<file path="src/rtl/pager_pkg.sv">
package pager_pkg;
    typedef enum logic [1:0] {
        CAUSE_NONE    = 2'd0,
        CAUSE_LIMIT   = 2'd1,
        CAUSE_INVALID = 2'd2,
        CAUSE_PROTECT = 2'd3
    } cause_e;

    typedef enum logic [2:0] {
        ST_IDLE,
        ST_LOOKUP,
        ST_FETCH,
        ST_WAIT,
        ST_RESP
    } state_e;
endpackage

</file>
<file path="src/rtl/tlb_cam.sv">
module tlb_cam #(
    parameter int ENTRIES = 8,
    parameter int PAGE_W  = 8,
    parameter int FRAME_W = 10,
    parameter int STAMP_W = 16,
    localparam int IDX_W  = $clog2(ENTRIES)
) (
    input  logic                       clk,
    input  logic                       rst_n,
    input  logic [PAGE_W-1:0]          lookup_page,
    input  logic                       flush,
    input  logic                       fill_en,
    input  logic [IDX_W-1:0]           fill_idx,
    input  logic [PAGE_W-1:0]          fill_page,
    input  logic [FRAME_W-1:0]         fill_frame,
    input  logic                       fill_wr,
    input  logic                       touch_en,
    input  logic [IDX_W-1:0]           touch_idx,
    input  logic [STAMP_W-1:0]         stamp_now,
    output logic [ENTRIES-1:0]         hit_vec,
    output logic                       hit_any,
    output logic [IDX_W-1:0]           hit_idx,
    output logic [FRAME_W-1:0]         hit_frame,
    output logic                       hit_wr,
    output logic [ENTRIES-1:0]         valid_vec,
    output logic [ENTRIES*STAMP_W-1:0] stamps_flat
);
    logic               valid_q [ENTRIES];
    logic [PAGE_W-1:0]  page_q  [ENTRIES];
    logic [FRAME_W-1:0] frame_q [ENTRIES];
    logic               wr_q    [ENTRIES];
    logic [STAMP_W-1:0] stamp_q [ENTRIES];

    // Entry storage: flush wins over fill and touch in the same cycle.
    always_ff @(posedge clk or negedge rst_n) begin
        if (!rst_n) begin
            for (int e = 0; e < ENTRIES; e++) begin
                valid_q[e] <= 1'b0;
                page_q[e]  <= '0;
                frame_q[e] <= '0;
                wr_q[e]    <= 1'b0;
                stamp_q[e] <= '0;
            end
        end else begin
            for (int e = 0; e < ENTRIES; e++) begin
                if (flush) begin
                    valid_q[e] <= 1'b0;
                end else if (fill_en && fill_idx == IDX_W'(e)) begin
                    valid_q[e] <= 1'b1;
                    page_q[e]  <= fill_page;
                    frame_q[e] <= fill_frame;
                    wr_q[e]    <= fill_wr;
                    stamp_q[e] <= stamp_now;
                end else if (touch_en && touch_idx == IDX_W'(e)) begin
                    stamp_q[e] <= stamp_now;
                end
            end
        end
    end

    // Parallel comparators, one per entry.
    for (genvar g = 0; g < ENTRIES; g++) begin : g_cmp
        assign hit_vec[g]   = valid_q[g] && (page_q[g] == lookup_page);
        assign valid_vec[g] = valid_q[g];
        assign stamps_flat[g*STAMP_W +: STAMP_W] = stamp_q[g];
    end

    // OR-reduction mux: at most one entry matches.
    always_comb begin
        hit_frame = '0;
        hit_wr    = 1'b0;
        hit_idx   = '0;
        for (int e = 0; e < ENTRIES; e++) begin
            if (hit_vec[e]) begin
                hit_frame = hit_frame | frame_q[e];
                hit_wr    = hit_wr | wr_q[e];
                hit_idx   = hit_idx | IDX_W'(e);
            end
        end
    end

    assign hit_any = |hit_vec;
endmodule

</file>
<file path="src/rtl/tlb_victim.sv">
module tlb_victim #(
    parameter int ENTRIES = 8,
    parameter int STAMP_W = 16,
    localparam int IDX_W  = $clog2(ENTRIES)
) (
    input  logic [ENTRIES-1:0]         valid_vec,
    input  logic [ENTRIES*STAMP_W-1:0] stamps_flat,
    output logic [IDX_W-1:0]           victim_idx
);
    logic               have_free;
    logic [IDX_W-1:0]   free_idx;
    logic [IDX_W-1:0]   min_idx;
    logic [STAMP_W-1:0] min_val;

    always_comb begin
        have_free = 1'b0;
        free_idx  = '0;
        min_idx   = '0;
        min_val   = stamps_flat[STAMP_W-1:0];
        for (int e = 0; e < ENTRIES; e++) begin
            if (!valid_vec[e] && !have_free) begin
                have_free = 1'b1;
                free_idx  = IDX_W'(e);
            end
            if (stamps_flat[e*STAMP_W +: STAMP_W] < min_val) begin
                min_val = stamps_flat[e*STAMP_W +: STAMP_W];
                min_idx = IDX_W'(e);
            end
        end
        victim_idx = have_free ? free_idx : min_idx;
    end
endmodule

</file>
<file path="src/rtl/tlb_walk_ctrl.sv">
module tlb_walk_ctrl
    import pager_pkg::*;
#(
    parameter int LADDR_W  = 16,
    parameter int OFF_W    = 8,
    parameter int FRAME_W  = 10,
    parameter int MADDR_W  = 12,
    parameter int ENTRIES  = 8,
    localparam int PAGE_W  = LADDR_W - OFF_W,
    localparam int PADDR_W = FRAME_W + OFF_W,
    localparam int PTE_W   = FRAME_W + 2,
    localparam int IDX_W   = $clog2(ENTRIES)
) (
    input  logic               clk,
    input  logic               rst_n,
    input  logic               req_valid,
    input  logic [LADDR_W-1:0] req_laddr,
    input  logic               req_write,
    input  logic [MADDR_W-1:0] base,
    input  logic [PAGE_W-1:0]  limit,
    input  logic               flush,
    input  logic               hit_any,
    input  logic [IDX_W-1:0]   hit_idx,
    input  logic [FRAME_W-1:0] hit_frame,
    input  logic               hit_wr,
    input  logic [IDX_W-1:0]   victim_idx,
    input  logic               mem_rd_valid,
    input  logic [PTE_W-1:0]   mem_rd_data,
    output logic               req_ready,
    output logic               rsp_valid,
    output logic [PADDR_W-1:0] rsp_paddr,
    output logic               rsp_trap,
    output logic [1:0]         rsp_cause,
    output logic               mem_rd_en,
    output logic [MADDR_W-1:0] mem_rd_addr,
    output logic [PAGE_W-1:0]  lookup_page,
    output logic               fill_en,
    output logic [IDX_W-1:0]   fill_idx,
    output logic [FRAME_W-1:0] fill_frame,
    output logic               fill_wr,
    output logic               touch_en,
    output logic [IDX_W-1:0]   touch_idx
);
    state_e               state_q, state_d;
    logic [LADDR_W-1:0]   laddr_q;
    logic                 write_q;
    logic                 stale_q;
    cause_e               cause_q;
    logic [PADDR_W-1:0]   paddr_q;

    logic [PAGE_W-1:0]    page;
    logic [OFF_W-1:0]     offset;
    logic                 over_limit;
    logic                 pte_v;
    logic                 pte_w;
    logic [FRAME_W-1:0]   pte_frame;

    assign page       = laddr_q[LADDR_W-1:OFF_W];
    assign offset     = laddr_q[OFF_W-1:0];
    assign over_limit = page > limit;
    assign pte_v      = mem_rd_data[FRAME_W+1];
    assign pte_w      = mem_rd_data[FRAME_W];
    assign pte_frame  = mem_rd_data[FRAME_W-1:0];

    // State register
    always_ff @(posedge clk or negedge rst_n) begin
        if (!rst_n) state_q <= ST_IDLE;
        else        state_q <= state_d;
    end

    // Next state and entry-file control
    always_comb begin
        state_d  = state_q;
        touch_en = 1'b0;
        fill_en  = 1'b0;
        unique case (state_q)
            ST_IDLE:   if (req_valid) state_d = ST_LOOKUP;
            ST_LOOKUP: begin
                if (over_limit) begin
                    state_d = ST_RESP;
                end else if (hit_any) begin
                    touch_en = 1'b1;
                    state_d  = ST_RESP;
                end else begin
                    state_d = ST_FETCH;
                end
            end
            ST_FETCH:  state_d = ST_WAIT;
            ST_WAIT: begin
                if (mem_rd_valid) begin
                    fill_en = pte_v && !stale_q;
                    state_d = ST_RESP;
                end
            end
            ST_RESP:   state_d = ST_IDLE;
            default:   state_d = ST_IDLE;
        endcase
    end

    // Request capture, walk staleness and response registers
    always_ff @(posedge clk or negedge rst_n) begin
        if (!rst_n) begin
            laddr_q <= '0;
            write_q <= 1'b0;
            stale_q <= 1'b0;
            cause_q <= CAUSE_NONE;
            paddr_q <= '0;
        end else begin
            if (state_q == ST_IDLE && req_valid) begin
                laddr_q <= req_laddr;
                write_q <= req_write;
            end
            if (state_q == ST_LOOKUP) stale_q <= 1'b0;
            else if (flush)           stale_q <= 1'b1;

            if (state_q == ST_LOOKUP) begin
                if (over_limit) begin
                    cause_q <= CAUSE_LIMIT;
                    paddr_q <= '0;
                end else if (hit_any) begin
                    if (write_q && !hit_wr) begin
                        cause_q <= CAUSE_PROTECT;
                        paddr_q <= '0;
                    end else begin
                        cause_q <= CAUSE_NONE;
                        paddr_q <= {hit_frame, offset};
                    end
                end
            end else if (state_q == ST_WAIT && mem_rd_valid) begin
                if (!pte_v) begin
                    cause_q <= CAUSE_INVALID;
                    paddr_q <= '0;
                end else if (write_q && !pte_w) begin
                    cause_q <= CAUSE_PROTECT;
                    paddr_q <= '0;
                end else begin
                    cause_q <= CAUSE_NONE;
                    paddr_q <= {pte_frame, offset};
                end
            end
        end
    end

    // Outputs
    always_comb begin
        req_ready = 1'b0;
        rsp_valid = 1'b0;
        mem_rd_en = 1'b0;
        unique case (state_q)
            ST_IDLE:   req_ready = 1'b1;
            ST_LOOKUP: ;
            ST_FETCH:  mem_rd_en = 1'b1;
            ST_WAIT:   ;
            ST_RESP:   rsp_valid = 1'b1;
            default:   ;
        endcase
    end

    assign rsp_paddr   = paddr_q;
    assign rsp_cause   = cause_q;
    assign rsp_trap    = rsp_valid && (cause_q != CAUSE_NONE);
    assign mem_rd_addr = base + MADDR_W'(page);
    assign lookup_page = page;
    assign fill_idx    = victim_idx;
    assign fill_frame  = pte_frame;
    assign fill_wr     = pte_w;
    assign touch_idx   = hit_idx;
endmodule

</file>
<file path="src/rtl/pager_xlate.sv">
module pager_xlate #(
    parameter int LADDR_W  = 16,
    parameter int OFF_W    = 8,
    parameter int FRAME_W  = 10,
    parameter int MADDR_W  = 12,
    parameter int ENTRIES  = 8,
    parameter int STAMP_W  = 16,
    localparam int PAGE_W  = LADDR_W - OFF_W,
    localparam int PADDR_W = FRAME_W + OFF_W,
    localparam int PTE_W   = FRAME_W + 2,
    localparam int IDX_W   = $clog2(ENTRIES)
) (
    input  logic               clk,
    input  logic               rst_n,
    input  logic               req_valid,
    output logic               req_ready,
    input  logic [LADDR_W-1:0] req_laddr,
    input  logic               req_write,
    output logic               rsp_valid,
    output logic [PADDR_W-1:0] rsp_paddr,
    output logic               rsp_trap,
    output logic [1:0]         rsp_cause,
    output logic               mem_rd_en,
    output logic [MADDR_W-1:0] mem_rd_addr,
    input  logic               mem_rd_valid,
    input  logic [PTE_W-1:0]   mem_rd_data,
    input  logic               cfg_base_we,
    input  logic [MADDR_W-1:0] cfg_base_data,
    input  logic               cfg_limit_we,
    input  logic [PAGE_W-1:0]  cfg_limit_data
);
    logic [MADDR_W-1:0]         base_q;
    logic [PAGE_W-1:0]          limit_q;
    logic [STAMP_W-1:0]         stamp_cnt;

    logic [PAGE_W-1:0]          lookup_page;
    logic                       fill_en, fill_wr, touch_en;
    logic [IDX_W-1:0]           fill_idx, touch_idx, hit_idx, victim_idx;
    logic [FRAME_W-1:0]         fill_frame, hit_frame;
    logic                       hit_any, hit_wr;
    logic [ENTRIES-1:0]         hit_vec, valid_vec;
    logic [ENTRIES*STAMP_W-1:0] stamps_flat;

    always_ff @(posedge clk or negedge rst_n) begin
        if (!rst_n) begin
            base_q    <= '0;
            limit_q   <= '0;
            stamp_cnt <= '0;
        end else begin
            if (cfg_base_we)  base_q  <= cfg_base_data;
            if (cfg_limit_we) limit_q <= cfg_limit_data;
            if (fill_en || touch_en) stamp_cnt <= stamp_cnt + 1'b1;
        end
    end

    tlb_walk_ctrl #(
        .LADDR_W(LADDR_W), .OFF_W(OFF_W), .FRAME_W(FRAME_W),
        .MADDR_W(MADDR_W), .ENTRIES(ENTRIES)
    ) ctrl_i (
        .clk(clk), .rst_n(rst_n),
        .req_valid(req_valid), .req_laddr(req_laddr), .req_write(req_write),
        .base(base_q), .limit(limit_q), .flush(cfg_base_we),
        .hit_any(hit_any), .hit_idx(hit_idx), .hit_frame(hit_frame), .hit_wr(hit_wr),
        .victim_idx(victim_idx),
        .mem_rd_valid(mem_rd_valid), .mem_rd_data(mem_rd_data),
        .req_ready(req_ready), .rsp_valid(rsp_valid), .rsp_paddr(rsp_paddr),
        .rsp_trap(rsp_trap), .rsp_cause(rsp_cause),
        .mem_rd_en(mem_rd_en), .mem_rd_addr(mem_rd_addr),
        .lookup_page(lookup_page),
        .fill_en(fill_en), .fill_idx(fill_idx), .fill_frame(fill_frame), .fill_wr(fill_wr),
        .touch_en(touch_en), .touch_idx(touch_idx)
    );

    tlb_cam #(
        .ENTRIES(ENTRIES), .PAGE_W(PAGE_W), .FRAME_W(FRAME_W), .STAMP_W(STAMP_W)
    ) cam_i (
        .clk(clk), .rst_n(rst_n),
        .lookup_page(lookup_page), .flush(cfg_base_we),
        .fill_en(fill_en), .fill_idx(fill_idx), .fill_page(lookup_page),
        .fill_frame(fill_frame), .fill_wr(fill_wr),
        .touch_en(touch_en), .touch_idx(touch_idx), .stamp_now(stamp_cnt),
        .hit_vec(hit_vec), .hit_any(hit_any), .hit_idx(hit_idx),
        .hit_frame(hit_frame), .hit_wr(hit_wr),
        .valid_vec(valid_vec), .stamps_flat(stamps_flat)
    );

    tlb_victim #(
        .ENTRIES(ENTRIES), .STAMP_W(STAMP_W)
    ) victim_i (
        .valid_vec(valid_vec), .stamps_flat(stamps_flat), .victim_idx(victim_idx)
    );
endmodule

</file>
<file path="config.mk">
export PLATFORM = sky130hd
export DESIGN_NAME = pager_xlate
export DESIGN_NICKNAME = d
export VERILOG_FILES = /design/src/rtl/pager_pkg.sv /design/src/rtl/tlb_cam.sv /design/src/rtl/tlb_victim.sv /design/src/rtl/tlb_walk_ctrl.sv /design/src/rtl/pager_xlate.sv
export SDC_FILE = /design/constraint.sdc
export NUM_CORES = 1
export LEC_CHECK = 0
export BUFFER_PORTS_ARGS = -buffer_cell sky130_fd_sc_hd__buf_2
export CAP_MARGIN = 20
export CORE_ASPECT_RATIO = 0.7
export CORE_MARGIN = 2
export CORE_UTILIZATION = 43
export DETAILED_ROUTE_END_ITERATION = 6
export PLACE_DENSITY = 0.57
export SETUP_SLACK_MARGIN = 0.1
export SKIP_LAST_GASP = 1
export SYNTH_ARGS = -nofsm -noshare
export SYNTH_HDL_FRONTEND = slang
export SYNTH_HIERARCHICAL = 1
export SYNTH_SLANG_ARGS = --single-unit
</file>
<file path="constraint.sdc">
create_clock -name clk -period 20.4 [get_ports clk]
set_input_delay 1.02 -clock clk [delete_from_list [all_inputs] [get_ports clk]]
set_output_delay 1.02 -clock clk [all_outputs]
set_load 0.02 [all_outputs]
</file>
[Word-level counts from Yosys, hierarchy flattened]
Index checks and enable logic that the tools add are counted.
Cells by class
  add/sub/neg operators: 2
  magnitude comparators: 8
  eq/ne operators: 29
  mux-type cells: 113
  bitwise logic cells: 15
  reduce and logical (&&, ||, !) cells: 95
Operators with widths (number)
  16-bit 2-to-1 mux: 22
  18-bit 2-to-1 mux: 7
  16-bit less-than comparator: 7
  10-bit 2-to-1 mux: 8
  10-bit OR: 7
  8-bit equality test: 8
  3-bit 2-to-1 mux: 17
  1-bit 2-to-1 mux: 45
  2-bit nonzero test: 19
  1-bit logical AND: 37
  2-bit AND reduction: 18
  3-bit equality test (second input constant): 9
  2-bit 2-to-1 mux: 13
  3-bit by 2-bit equality test with 1-bit output (second input constant): 6
  16-bit by 1-bit adder with 16-bit output (second input constant): 1
  1-bit logical NOT: 16
  12-bit by 8-bit adder with 12-bit output: 1
  3-bit one-hot mux with 4 select lines: 1
  3-bit by 1-bit equality test with 1-bit output (second input constant): 3
  3-bit logical NOT: 3
  8-bit > comparator: 1
  8-bit OR reduction: 1
  1-bit OR: 7
  2-bit inequality test (second input constant): 2
  3 further kinds: 3
Storage, ports and cells
  bits in registers: 365
  bits of input ports: 55
  output and inout bits: 36

[Logic depth before layout (Yosys ltp)]
Gate-level depths: netlist (run 1).
  depth in word-level cells: 26
  gate-level depth with buffers: 90
  gate-level depth less buffers: 79

[Cells and area by module]
The synthesis (run 1) kept the hierarchy.
By module, submodules not included
  tlb_cam: instances 1, cells each 907, area an instance 12532.0 µm²
  tlb_victim: instances 1, cells each 576, area an instance 4480.5 µm²
  tlb_walk_ctrl: instances 1, cells each 246, area an instance 2660.1 µm²
  pager_xlate: instances 1, cells each 99, area an instance 1430.1 µm²

[Worst setup path after synthesis (run 1)]
OpenSTA, ideal clock, no wires.
  kind: reg2reg
  start: register cam_i.stamp_q, in the netlist cam_i/stamps_flat[6]
  end: register cam_i.stamp_q, in the netlist cam_i/stamps_flat[101]
  setup time: 0.125 ns
  arrival time: 15.691 ns
  required time: 20.275 ns
  slack: 4.584 ns
  cell stages (with the launch flop): 84
  clock period less this slack: 15.816 ns
  path through: dfrtp_1 > inv_1 > ha_1 > and3_1 > o311a_1 > o21a_1 > nor3_2 > buf_6 > clkbuf_1 > mux2i_1 > ha_1 > nand4_1 > nor4_1 > nand2b_1 > nor4_2 > o221a_4 > a21o_1 > clkbuf_1 > (+48 left out) > o21ai_0 > nand2_1 > or4_1 > clkbuf_1 > o21a_4 > mux2_1 > ha_1 > o2111ai_1 > or3_1 > mux2_2 > a21oi_1 > a21oi_1 > buf_4 > nor3b_1 > and3_1 > o21bai_1 > buf_4 > mux2_2
Between the ends
  word-level cells in the longest chain between the ends: 19
  elaborated cells between the ends (all ways): 26
Ends and longest elaborated chain
  from (decl): RTL line tlb_cam.sv:32  | logic [STAMP_W-1:0] stamp_q [ENTRIES];
  from (signal, indexed assignment): RTL line tlb_cam.sv:53  | stamp_q[e] <= stamp_now;
  from (signal, indexed assignment): RTL line tlb_cam.sv:55  | stamp_q[e] <= stamp_now;
  16-bit less-than comparator: RTL line tlb_victim.sv:25  | if (stamps_flat[e*STAMP_W +: STAMP_W] < min_val) begin
  16-bit 2-to-1 mux: RTL line tlb_victim.sv:25
  16-bit less-than comparator: RTL line tlb_victim.sv:25
  16-bit 2-to-1 mux: RTL line tlb_victim.sv:25
  16-bit less-than comparator: RTL line tlb_victim.sv:25
  16-bit 2-to-1 mux: RTL line tlb_victim.sv:25
  16-bit less-than comparator: RTL line tlb_victim.sv:25
  16-bit 2-to-1 mux: RTL line tlb_victim.sv:25
  (+4 left out)
  16-bit less-than comparator: RTL line tlb_victim.sv:25
  3-bit 2-to-1 mux *: RTL line tlb_victim.sv:25
  3-bit 2-to-1 mux *: RTL line tlb_victim.sv:30  | victim_idx = have_free ? free_idx : min_idx;
  via victim_idx[0]: RTL line pager_xlate.sv:38  | logic [IDX_W-1:0] fill_idx, touch_idx, hit_idx, victim_idx;
  3-bit equality test *: RTL line tlb_cam.sv:48  | end else if (fill_en && fill_idx == IDX_W'(e)) begin
  1-bit logical AND *: RTL line tlb_cam.sv:48
  2-bit nonzero test (no line)
  2-bit AND reduction (no line)
Mark *: on every way through the listed nets, which the timed path passes. The rest lies on a longest branch.
A chain may end at the register's enable or synchronous reset.

[Worst setup path after layout (run 1)]
  start: register cam_i.stamp_q, in the netlist cam_i/stamps_flat[15]
  end: register cam_i/frame_q[70] (netlist bit)
Between the ends
  word-level cells in the longest chain between the ends: 18
  elaborated cells between the ends (all ways): 24
Ends and longest elaborated chain
  16-bit less-than comparator: RTL line tlb_victim.sv:25
  16-bit 2-to-1 mux *: RTL line tlb_victim.sv:25
  16-bit less-than comparator: RTL line tlb_victim.sv:25
  16-bit 2-to-1 mux: RTL line tlb_victim.sv:25
  16-bit less-than comparator: RTL line tlb_victim.sv:25
  16-bit 2-to-1 mux: RTL line tlb_victim.sv:25
  16-bit less-than comparator: RTL line tlb_victim.sv:25
  16-bit 2-to-1 mux: RTL line tlb_victim.sv:25
  (+3 left out)
  16-bit 2-to-1 mux: RTL line tlb_victim.sv:25
  16-bit less-than comparator: RTL line tlb_victim.sv:25
  3-bit 2-to-1 mux *: RTL line tlb_victim.sv:25
  3-bit 2-to-1 mux *: RTL line tlb_victim.sv:30
  via victim_idx[1]: RTL line pager_xlate.sv:38
  3-bit logical NOT *: RTL line tlb_cam.sv:48
  1-bit logical AND *: RTL line tlb_cam.sv:48
  2-bit AND reduction (no line) *
  to (signal, indexed assignment): RTL line tlb_cam.sv:51  | frame_q[e] <= fill_frame;
  to (decl): RTL line tlb_cam.sv:30  | logic [FRAME_W-1:0] frame_q [ENTRIES];
Marks and branches as above.

==> summary.md, run 1 <==
| Metric | Value |
|---|---|
| Hold Crit Depth | 1 |
| Critical path buffers and inverters | 5 |
| Die Wd | 269 µm |
| Dominant synthesized flop cell | dfrtp_1 |
| All-Layer GR Usage | 0.226 |
| Chip height | 189 µm |
| Critical path data arrival time | 19070 ps |
| Overflow after GRT | 0 |
| Sequential element share of the synthesized area | 0.433 |
| Vias | 14900 |
| CTS clk-pin slew, worst paths | 60 ps |
| Most Crowded Layer GR | met1 |
| Starting density of the core | 0.439 |
| Nets@finish | 2076 |
| TritonCTS Buffers | 40 |
| Setup tns final | 0 ps |
| Slew @ Worst Pin | 1120 ps |
| Die area | 50900 µm² |
| Fmax | 0.0536 GHz |
| DRT Wirelength | 56.8 mm |
| Hold Path Sink | ctrl_i/rsp_paddr[5] |
| DP HPWL | 40.9 mm |
| Cts repair resizes | 0 |
| Worst Reg2Reg Path Length in Cells | 77 |
| Main area contributors after synthesis | dfrtp_1 43%, mux2_2 18%, ha_1 6.8%, xnor2_1 3.2%, nand3_1 1.8% |
| IO Port Bufs | 90 |
| Iter 0 DRT Violations | 1168 |
| Crit. End Element | register |
| RR Startpoint | cam_i/stamps_flat[15] |
| Crit start category | register |
| CTS tree | built |
| Worst-path fanout max | 29 |
| RSZ-0062 raised after global routing | no |
| Final Wtd Congestion | 0.905 |
| Yosys top cell by area | dfrtp_1 |
| Core Rows | 67 |
| Share of layout cells above drive strength 1 | 0.321 |
| Worst-skew pair later-pin latency | 550 ps |
| R2R Path End | cam_i/frame_q[70] |
| Tcrit/Tclk final | 0.914 |
| Mapped Area | 21100 µm² |
| Ys async rst share | 1.00 |
| Final Slew Violations | 0 |
| Synth Register Bits | 365 |
| Hold crit path type | reg2reg |
| # hold bufs at CTS | 0 |
| Top-count cell post-synth | dfrtp_1 |
| M2 GR Usage | 0.299 |
| CTS Sinks | 365 |
| Syn_nets | 1998 |
| Number of I/O pins | 91 |
| First-pass GRT wire length | 88.5 mm |
| Core area | 48100 µm² |
| CTS root buf | clkbuf_16 |
| Setup violators final | 0 |
| Top cell type's share of synthesized area | 0.433 |
| Worst reg2reg setup slack | 1760 ps |
| Drt wl/cell | 21.9 µm |
| Iteration count of the initial detailed-routing pass | 7 |
| Initial antenna violation count | 1 |
| Critical path data required time | 20830 ps |
| Hold Fails Final Rpt | 0 |
| Number of remaining DRC errors | 0 |
| Fin crit period | 18640 ps |
| Largest net degree at the start of global routing | 170 |
| Status | finished, final reports clean |
| Worst path slowest cell | nand2_1 |
| Setup CP Type | reg2reg |
| DRT antenna net count | 0 |
| # fillers | 4385 |
| Met1 usage | 0.367 |
| Synthesized area per cell | 11.5 µm² |
| Max Clock Skew | 25.4 ps |
| GRT met3 Usage | 0.0523 |
| Most frequent cells after synthesis | 365 x dfrtp_1, 342 x mux2_2, 114 x ha_1 |
| Post-synth EDFFs | 0 |
| Min-delay src | ctrl_i/rsp_paddr[5] |
| Top cell by count, worst path | a21o_1 |
| Max-Cap Viols | 0 |
| Max Root-Sink Buffers | 3 |
| Slew headroom | 0.251 |
| Cells after Synth | 1828 |
| H-tree Lvls | 2 |
| Crit-path leading delay family | compound AO/OA/AOI/OAI gates |
| Vias in the first global route | 14700 |
| Netlist cell types | 104 |
| Via/cell ratio | 5.75 |
| Area grow syn2layout | 12.1% |
| Ys Warns | 6 |
| CP max stage delay | 840 ps |
## worst reg2reg max path, delay by kind of cell, from the launching register on
kind,cells,cell delay (ps)
buf+inv,5,390
compound gates,39,9400
mux,5,1930
simple gates,21,4450
fa+ha+maj,7,1940
flops,1,360
## flip-flops by register name (all words and copies together) (netlist names), 2 cells and up
name	flops
base_q	12
cam_i/frame_q	80
cam_i/page_q	64
cam_i/stamps_flat	128
cam_i/valid_vec	8
cam_i/wr_q	8
ctrl_i/laddr_q	16
ctrl_i/rsp_cause	2
ctrl_i/rsp_paddr	18
ctrl_i/state_q	3
limit_q	8
stamp_cnt	16
## repair_timing
item | in CTS | in global routing
endpoints found under the setup margin | 0 | 151
buffers inserted | 0 | 8
hold endpoints to repair | 0 | 0
## worst max path at each step
stage,from,to,cells after the start
floorplan,cam_i/stamps_flat[6],cam_i/stamps_flat[101],83
global placement,cam_i/stamps_flat[6],cam_i/frame_q[63],76
detailed placement,cam_i/stamps_flat[15],cam_i/page_q[51],76
CTS,cam_i/stamps_flat[15],cam_i/page_q[51],76
global route,cam_i/stamps_flat[11],cam_i/frame_q[73],77
finish,cam_i/stamps_flat[15],cam_i/frame_q[70],77
## through the flow
step | util | hold slack, ps | std cells | cell area, µm² | setup slack (ps)
floorplan | - | 460 | 1828 | 21100 | 4580
global placement | 0.458 | 470 | 2509 | 22000 | 2300
detailed placement | 0.458 | 477 | 2509 | 22000 | 1520
CTS | 0.489 | 494 | 2583 | 23500 | 1450
global route | 0.491 | 516 | 2593 | 23600 | 516
finish | 0.491 | 490 | 2595 | 23600 | 1760
## layer usage
metal  vias up  share of wire
met5         -              0
met4         0          0.013
met3        62          0.075
met2       438           0.39
met1      7551           0.52
li1       6879              -
## cells in the final DEF (no fill, tap or decap), types with 38 or more instances in the layout
master,count
clkbuf_16,42
inv_1,84
dfrtp_1,365
mux2_2,342
nand4_1,38
a21oi_1,51
nand2_1,71
buf_2,89
nor2_1,53
xnor2_1,76
nor3_1,47
ha_1,114
nand3_1,75
## final cells by class
cell class | count | area [µm²] | share of cell area
multi-input cells | 1283 | 11100 | 0.468
clock inverters | 19 | 282 | 0.0119
well taps | 655 | 820 | 0.0347
diodes | 2 | 5.00 | 0.000212
inverters | 85 | 322 | 0.0136
repair buffers | 131 | 833 | 0.0352
clock buffers | 55 | 1190 | 0.0503
flip-flops and latches | 365 | 9130 | 0.386
## kinds of logic after synthesis
logic type               after synthesis  synth area share
XOR/XNOR                              92            0.0394
flip-flops                           365             0.433
buffers and inverters                180            0.0439
AND/OR/NAND/NOR                      408             0.108
AO/OA/AOI/OAI                        277            0.0947
multiplexers                         388             0.211
adder cells (fa/ha/maj)              118            0.0700
Power of run 1 is left out: the tool's default activity adds up to more than one toggle a clock period on the data nets, which glitch-free logic cannot reach.
==> run 2, diff against run 1 <==
CORE_ASPECT_RATIO = not set   (was 0.7)
CTS_CLUSTER_DIAMETER = 200   (was not set)
clock period = 22.1 ns   (was 20.4 ns; I/O delays follow)
==> run 2 against run 1 <==
  * Global-route usage is 0.71 points lower
  * Highest routed layer unchanged
  * Sequential share of layout area is 0.33 points higher
  * Via count is 2.5% lower
==> summary.md, run 2 (synthesis results as in run 1) <==
| Metric | Value |
|---|---|
| Status | finished, final reports clean |
| H-tree Lvls | 2 |
| Total power | 4.09 mW |
| Worst path slowest cell | and2_1 |
| DRT Wirelength | 54.5 mm |
| Slew headroom | 0.256 |
| DP HPWL | 38.7 mm |
| Max Clock Skew | 25.8 ps |
| Die Wd | 226 µm |
| Hold Crit Depth | 1 |
| Max-Cap Viols | 0 |
| CTS Sinks | 365 |
| Lkg Pwr | 11.0 nW |
| Initial antenna violation count | 0 |
| Commonest cells after routing, fill and taps aside | 365 x dfrtp_1, 342 x mux2_2, 114 x ha_1 |
| Fin crit period | 19120 ps |
| CTS root buf | clkbuf_16 |
| Starting density of the core | 0.434 |
| First-pass GRT wire length | 85.8 mm |
| Worst-skew pair later-pin latency | 580 ps |
| Worst Reg2Reg Path Length in Cells | 77 |
| Worst-path fanout max | 29 |
| Core Rows | 81 |
| Setup CP Type | reg2reg |
| Post CTS Setup Buffer Count | 0 |
| Non-Filler Instances | 2555 |
| Inst Count DP | 2476 |
| Hold crit path type | reg2reg |
| Pre-CTS setup slack | 3030 ps |
| Tcrit/Tclk final | 0.865 |
| Core area | 48600 µm² |
| Final Wtd Congestion | 0.860 |
| Max reg flops | 128 |
| Setup violators final | 0 |
| Nets@finish | 2072 |
| Antenna Cells | 0 |
| Chip height | 226 µm |
| Drt wl/cell | 21.3 µm |
| Utilization after layout | 0.482 |
| Pwr/cell area | 174 nW/µm² |
| Area grow syn2layout | 11.1% |
| Fmax | 0.0523 GHz |
| WP depth | 77 |
| All-Layer GR Usage | 0.218 |
| CP max stage delay | 830 ps |
| TritonCTS Buffers | 42 |
| Most common cell after layout, fill and taps aside | dfrtp_1 |
| # fillers | 4500 |
| Hold Fails Final Rpt | 0 |
| Cell Int Power | 2.22 mW |
| IO Port Bufs | 90 |
| Clock power share | 0.170 |
| Largest net degree at the start of global routing | 110 |
| Critical path data required time | 22560 ps |
| Vias in the first global route | 14900 |
| Vias | 14600 |
| Top cell by count, worst path | a21oi_1 |
| Share of power burned in registers | 0.190 |
| Crit. End Element | register |
| Area of the multi-input gates | 11100 µm² |
| Setup tns final | 0 ps |
| Final Slew Violations | 0 |
| Worst VDD drop | 0.000198 V |
| P_sw | 1.86 mW |
| Iteration count of the initial detailed-routing pass | 7 |
| Share of layout cells above drive strength 1 | 0.317 |
| # hold bufs at CTS | 0 |
| Worst Setup Slack, final | 2980 ps |
| Crit start category | register |
| Slew @ Worst Pin | 1110 ps |
| Final Cell Area | 23400 µm² |
| CTS clk-pin slew, worst paths | 60 ps |
| Comb pwr share | 0.639 |
| RSZ-0062 raised after global routing | no |
| Minimum hold slack | 487 ps |
| Cts repair resizes | 0 |
| Overflow after GRT | 0 |
| Iter 0 DRT Violations | 930 |
| Die area | 50900 µm² |
| Crit-path leading delay family | compound AO/OA/AOI/OAI gates |
| Via/cell ratio | 5.70 |
| Number of I/O pins | 91 |
| FF+latch area | 9130 µm² |
| CTS tree | built |
| Critical path buffers and inverters | 5 |
| Sw frac | 0.456 |
| Critical path data arrival time | 19580 ps |
| Post-DP Area | 22000 µm² |
| Max Root-Sink Buffers | 3 |
| Number of remaining DRC errors | 0 |
| DRT antenna net count | 0 |
## run 2: cell types whose count changed in the layout (fill, tap and decap cells not counted), moves of 2 or more
cell	delta
buf_12	-2
buf_4	-6
buf_8	+2
bufinv_16	-6
clkbuf_1	+3
clkbuf_8	+2
clkinv_2	-3
diode_2	-2
## run 2: power groups by stage
stage          clock network, mW  logic [mW]  registers (mW)
2_1_floorplan                  0        2.14           0.780
3_3_place_gp                   0        2.54           0.788
3_5_place_dp                   0        2.58           0.789
4_1_cts                    0.716        2.60           0.778
5_1_grt                    0.742        2.90           0.784
6_report                   0.696        2.61           0.777
## run 2: worst register-to-register path, delay by kind of cell (launching register included)
kind | cells | cell delay [ps]
multiplexers | 5 | 1840
buffers and inverters | 5 | 730
AO/OA/AOI/OAI | 32 | 8220
flip-flops | 1 | 400
AND/OR/NAND/NOR | 28 | 6020
adder cells (fa/ha/maj) | 7 | 1800
## run 2: cell type report
| cell class | count | share of cell area |
|---|---|---|
| Clock inverter | 14 | 0.00544 |
| Sequential cell | 365 | 0.390 |
| Tap cell | 622 | 0.0332 |
| Clock buffer | 61 | 0.0535 |
| Multi-Input combinational cell | 1283 | 0.471 |
| Inverter | 85 | 0.0137 |
| Timing Repair Buffer | 125 | 0.0332 |
## run 2: routing by layer
layer,up-vias,GRT usage,part of all wire
li1,6844,-,-
met1,7353,0.285,0.45
met2,258,0.370,0.49
met3,107,0.0272,0.030
met4,0,0.0846,0.037
met5,-,0,0
## run 2: final timing paths
check	slack [ps]	end	startpoint
max	2980	cam_i/stamps_flat[92]	cam_i/stamps_flat[31]
max in group asynchronous	19310	cam_i/frame_q[65]	rst_n
max reg2reg	2980	cam_i/stamps_flat[92]	cam_i/stamps_flat[31]
min reg2reg	490	ctrl_i/rsp_paddr[1]	ctrl_i/rsp_paddr[1]
min	490	ctrl_i/rsp_paddr[1]	ctrl_i/rsp_paddr[1]
min in group asynchronous	580	stamp_cnt[14]	rst_n
No activity file was read; power rests on OpenSTA's default activity.
==> run 3, diff against run 2 <==
clock period = 20.3 ns   (was 22.1 ns; I/O delays follow)
==> run 3 against run 2 <==
  * Combinational power rose by 8.4%
  * First-iteration DRC count fell by 21%
  * Sequential share of layout area barely moved
  * Power rose by 8.3%
==> summary.md, run 3 (synthesis results as in run 1) <==
| Metric | Value |
|---|---|
| Pre-CTS setup slack | 1680 ps |
| CTS clk-pin slew, worst paths | 60 ps |
| Slew @ Worst Pin | 1080 ps |
| CP max stage delay | 710 ps |
| Worst path slowest cell | or4_1 |
| Vias in the first global route | 14700 |
| Area grow syn2layout | 11.0% |
| Vias | 14800 |
| DP HPWL | 38.9 mm |
| Die Wd | 226 µm |
| Hold crit path type | in2async |
| First-pass GRT wire length | 85.6 mm |
| Pwr/cell area | 189 nW/µm² |
| Sw frac | 0.456 |
| Non-Filler Instances | 2554 |
| Antenna Cells | 0 |
| TritonCTS Buffers | 42 |
| Crit start category | register |
| Setup CP Type | reg2reg |
| Via/cell ratio | 5.78 |
| Tcrit/Tclk final | 0.912 |
| Chip height | 226 µm |
| Number of I/O pins | 91 |
| Overflow after GRT | 0 |
| Number of remaining DRC errors | 0 |
| RSZ-0062 raised after global routing | no |
| Most common cell after layout, fill and taps aside | dfrtp_1 |
| Share of layout cells above drive strength 1 | 0.317 |
| Initial antenna violation count | 2 |
| Worst VDD drop | 0.000270 V |
| CTS tree | built |
| Max-Cap Viols | 0 |
| Lkg Pwr | 11.0 nW |
| Clock power share | 0.169 |
| Iter 0 DRT Violations | 733 |
| Cell Int Power | 2.41 mW |
| Crit path from | cam_i/stamps_flat[6] |
| Die area | 50900 µm² |
| Core Rows | 81 |
| Comb pwr share | 0.640 |
| H-tree Lvls | 2 |
| RR Startpoint | cam_i/stamps_flat[6] |
| Setup tns final | 0 ps |
| CTS Sinks | 365 |
| Core area | 48600 µm² |
| Worst-skew pair later-pin latency | 580 ps |
| Setup violators final | 0 |
| IO Port Bufs | 90 |
| Fmax | 0.0540 GHz |
| # fillers | 4461 |
| Final Wtd Congestion | 0.843 |
| Critical path data required time | 20750 ps |
| Drt wl/cell | 21.4 µm |
| DRT Wirelength | 54.8 mm |
| Max Root-Sink Buffers | 3 |
| Largest net degree at the start of global routing | 103 |
| Hold Fails Final Rpt | 0 |
| Max Clock Skew | 28.9 ps |
| Starting density of the core | 0.434 |
| Nets@finish | 2072 |
| Top cell by count, worst path | a21o_1 |
| Iteration count of the initial detailed-routing pass | 5 |
| Worst Setup Slack, final | 1780 ps |
| P_sw | 2.02 mW |
| Slew headroom | 0.275 |
| Worst-path fanout max | 29 |
| Commonest cells after routing, fill and taps aside | 365 x dfrtp_1, 342 x mux2_2, 114 x ha_1 |
| Final Slew Violations | 0 |
| DRT antenna net count | 0 |
| Crit. End Element | register |
| Fin crit period | 18520 ps |
| Critical path data arrival time | 18970 ps |
| Status | finished, final reports clean |
| Inst Count DP | 2477 |
| Max reg flops | 128 |
| All-Layer GR Usage | 0.218 |
| Share of power burned in registers | 0.192 |
| CTS root buf | clkbuf_16 |
[run 3: changes by cell type in the layout (fill, tap and decap cells not counted), sizes merged]
cell	delta
clkinvlp	-1
inv	+1
clkinv	+1
clkbuf	-2
[run 3: final timing paths]
check                                         to  slack (ps)  depth (start not counted)
min in group clk             ctrl_i/rsp_paddr[2]         490                          1
min reg2reg                  ctrl_i/rsp_paddr[2]         490                          1
min                                stamp_cnt[13]         480                          1
max                        cam_i/stamps_flat[69]        1780                         74
max in group asynchronous              base_q[0]       16950                          5
max reg2reg                cam_i/stamps_flat[69]        1780                         74
[run 3: worst max-delay path, delay by kind of cell (launching register included)]
| family | cells | cell delay, ps |
|---|---|---|
| AOI/OAI and AO/OA | 33 | 7890 |
| adders and majority gates | 7 | 1920 |
| buffers and inverters | 6 | 850 |
| DFF | 1 | 360 |
| muxes | 7 | 2370 |
| and+or+nand+nor | 21 | 4910 |
[run 3: layout make-up]
| type | instances | area, µm² | area share |
|---|---|---|---|
| Multi-Input combinational cell | 1283 | 11100 | 0.472 |
| Timing Repair Buffer | 125 | 783 | 0.0334 |
| Sequential cell | 365 | 9130 | 0.390 |
| Tap cell | 622 | 778 | 0.0332 |
| Inverter | 85 | 322 | 0.0137 |
| Clock inverter | 15 | 144 | 0.00614 |
| Clock buffer | 59 | 1210 | 0.0518 |
[run 3: power groups by stage]
stage	sequential [mW]	clock, mW	combinational [mW]
after floorplan	0.849	0	2.33
after global placement	0.860	0	2.75
after detailed placement	0.862	0	2.80
after CTS	0.850	0.769	2.81
after global routing	0.857	0.799	3.12
final	0.848	0.746	2.83
[run 3: metrics by stage]
stage | total power, mW | hold slack (ps) | instance area, µm² | utilization
6_report | 4.42 | 485 | 23400 | 0.482
5_1_grt | 4.78 | 510 | 23400 | 0.482
4_1_cts | 4.43 | 496 | 23300 | 0.480
3_5_place_dp | 3.66 | 478 | 22000 | 0.452
3_3_place_gp | 3.61 | 470 | 22000 | 0.452
2_1_floorplan | 3.18 | 460 | 21100 | -
[run 3: metal layers]
layer  share of wire  vias to the layer above  wire length, µm  track usage
li1                -                     6833                -            -
met1            0.44                     7509            24200        0.285
met2            0.49                      294            26800        0.370
met3           0.036                      117             1980       0.0306
met4           0.031                        4             1690       0.0756
met5         0.00046                        -               25            0
[run 3: timing repair]
action / CTS / global route
setup endpoints to repair: 0 / 16
buffers inserted: 0 / 0
resized for setup: 0 / 1
hold buffers: 0 / 0
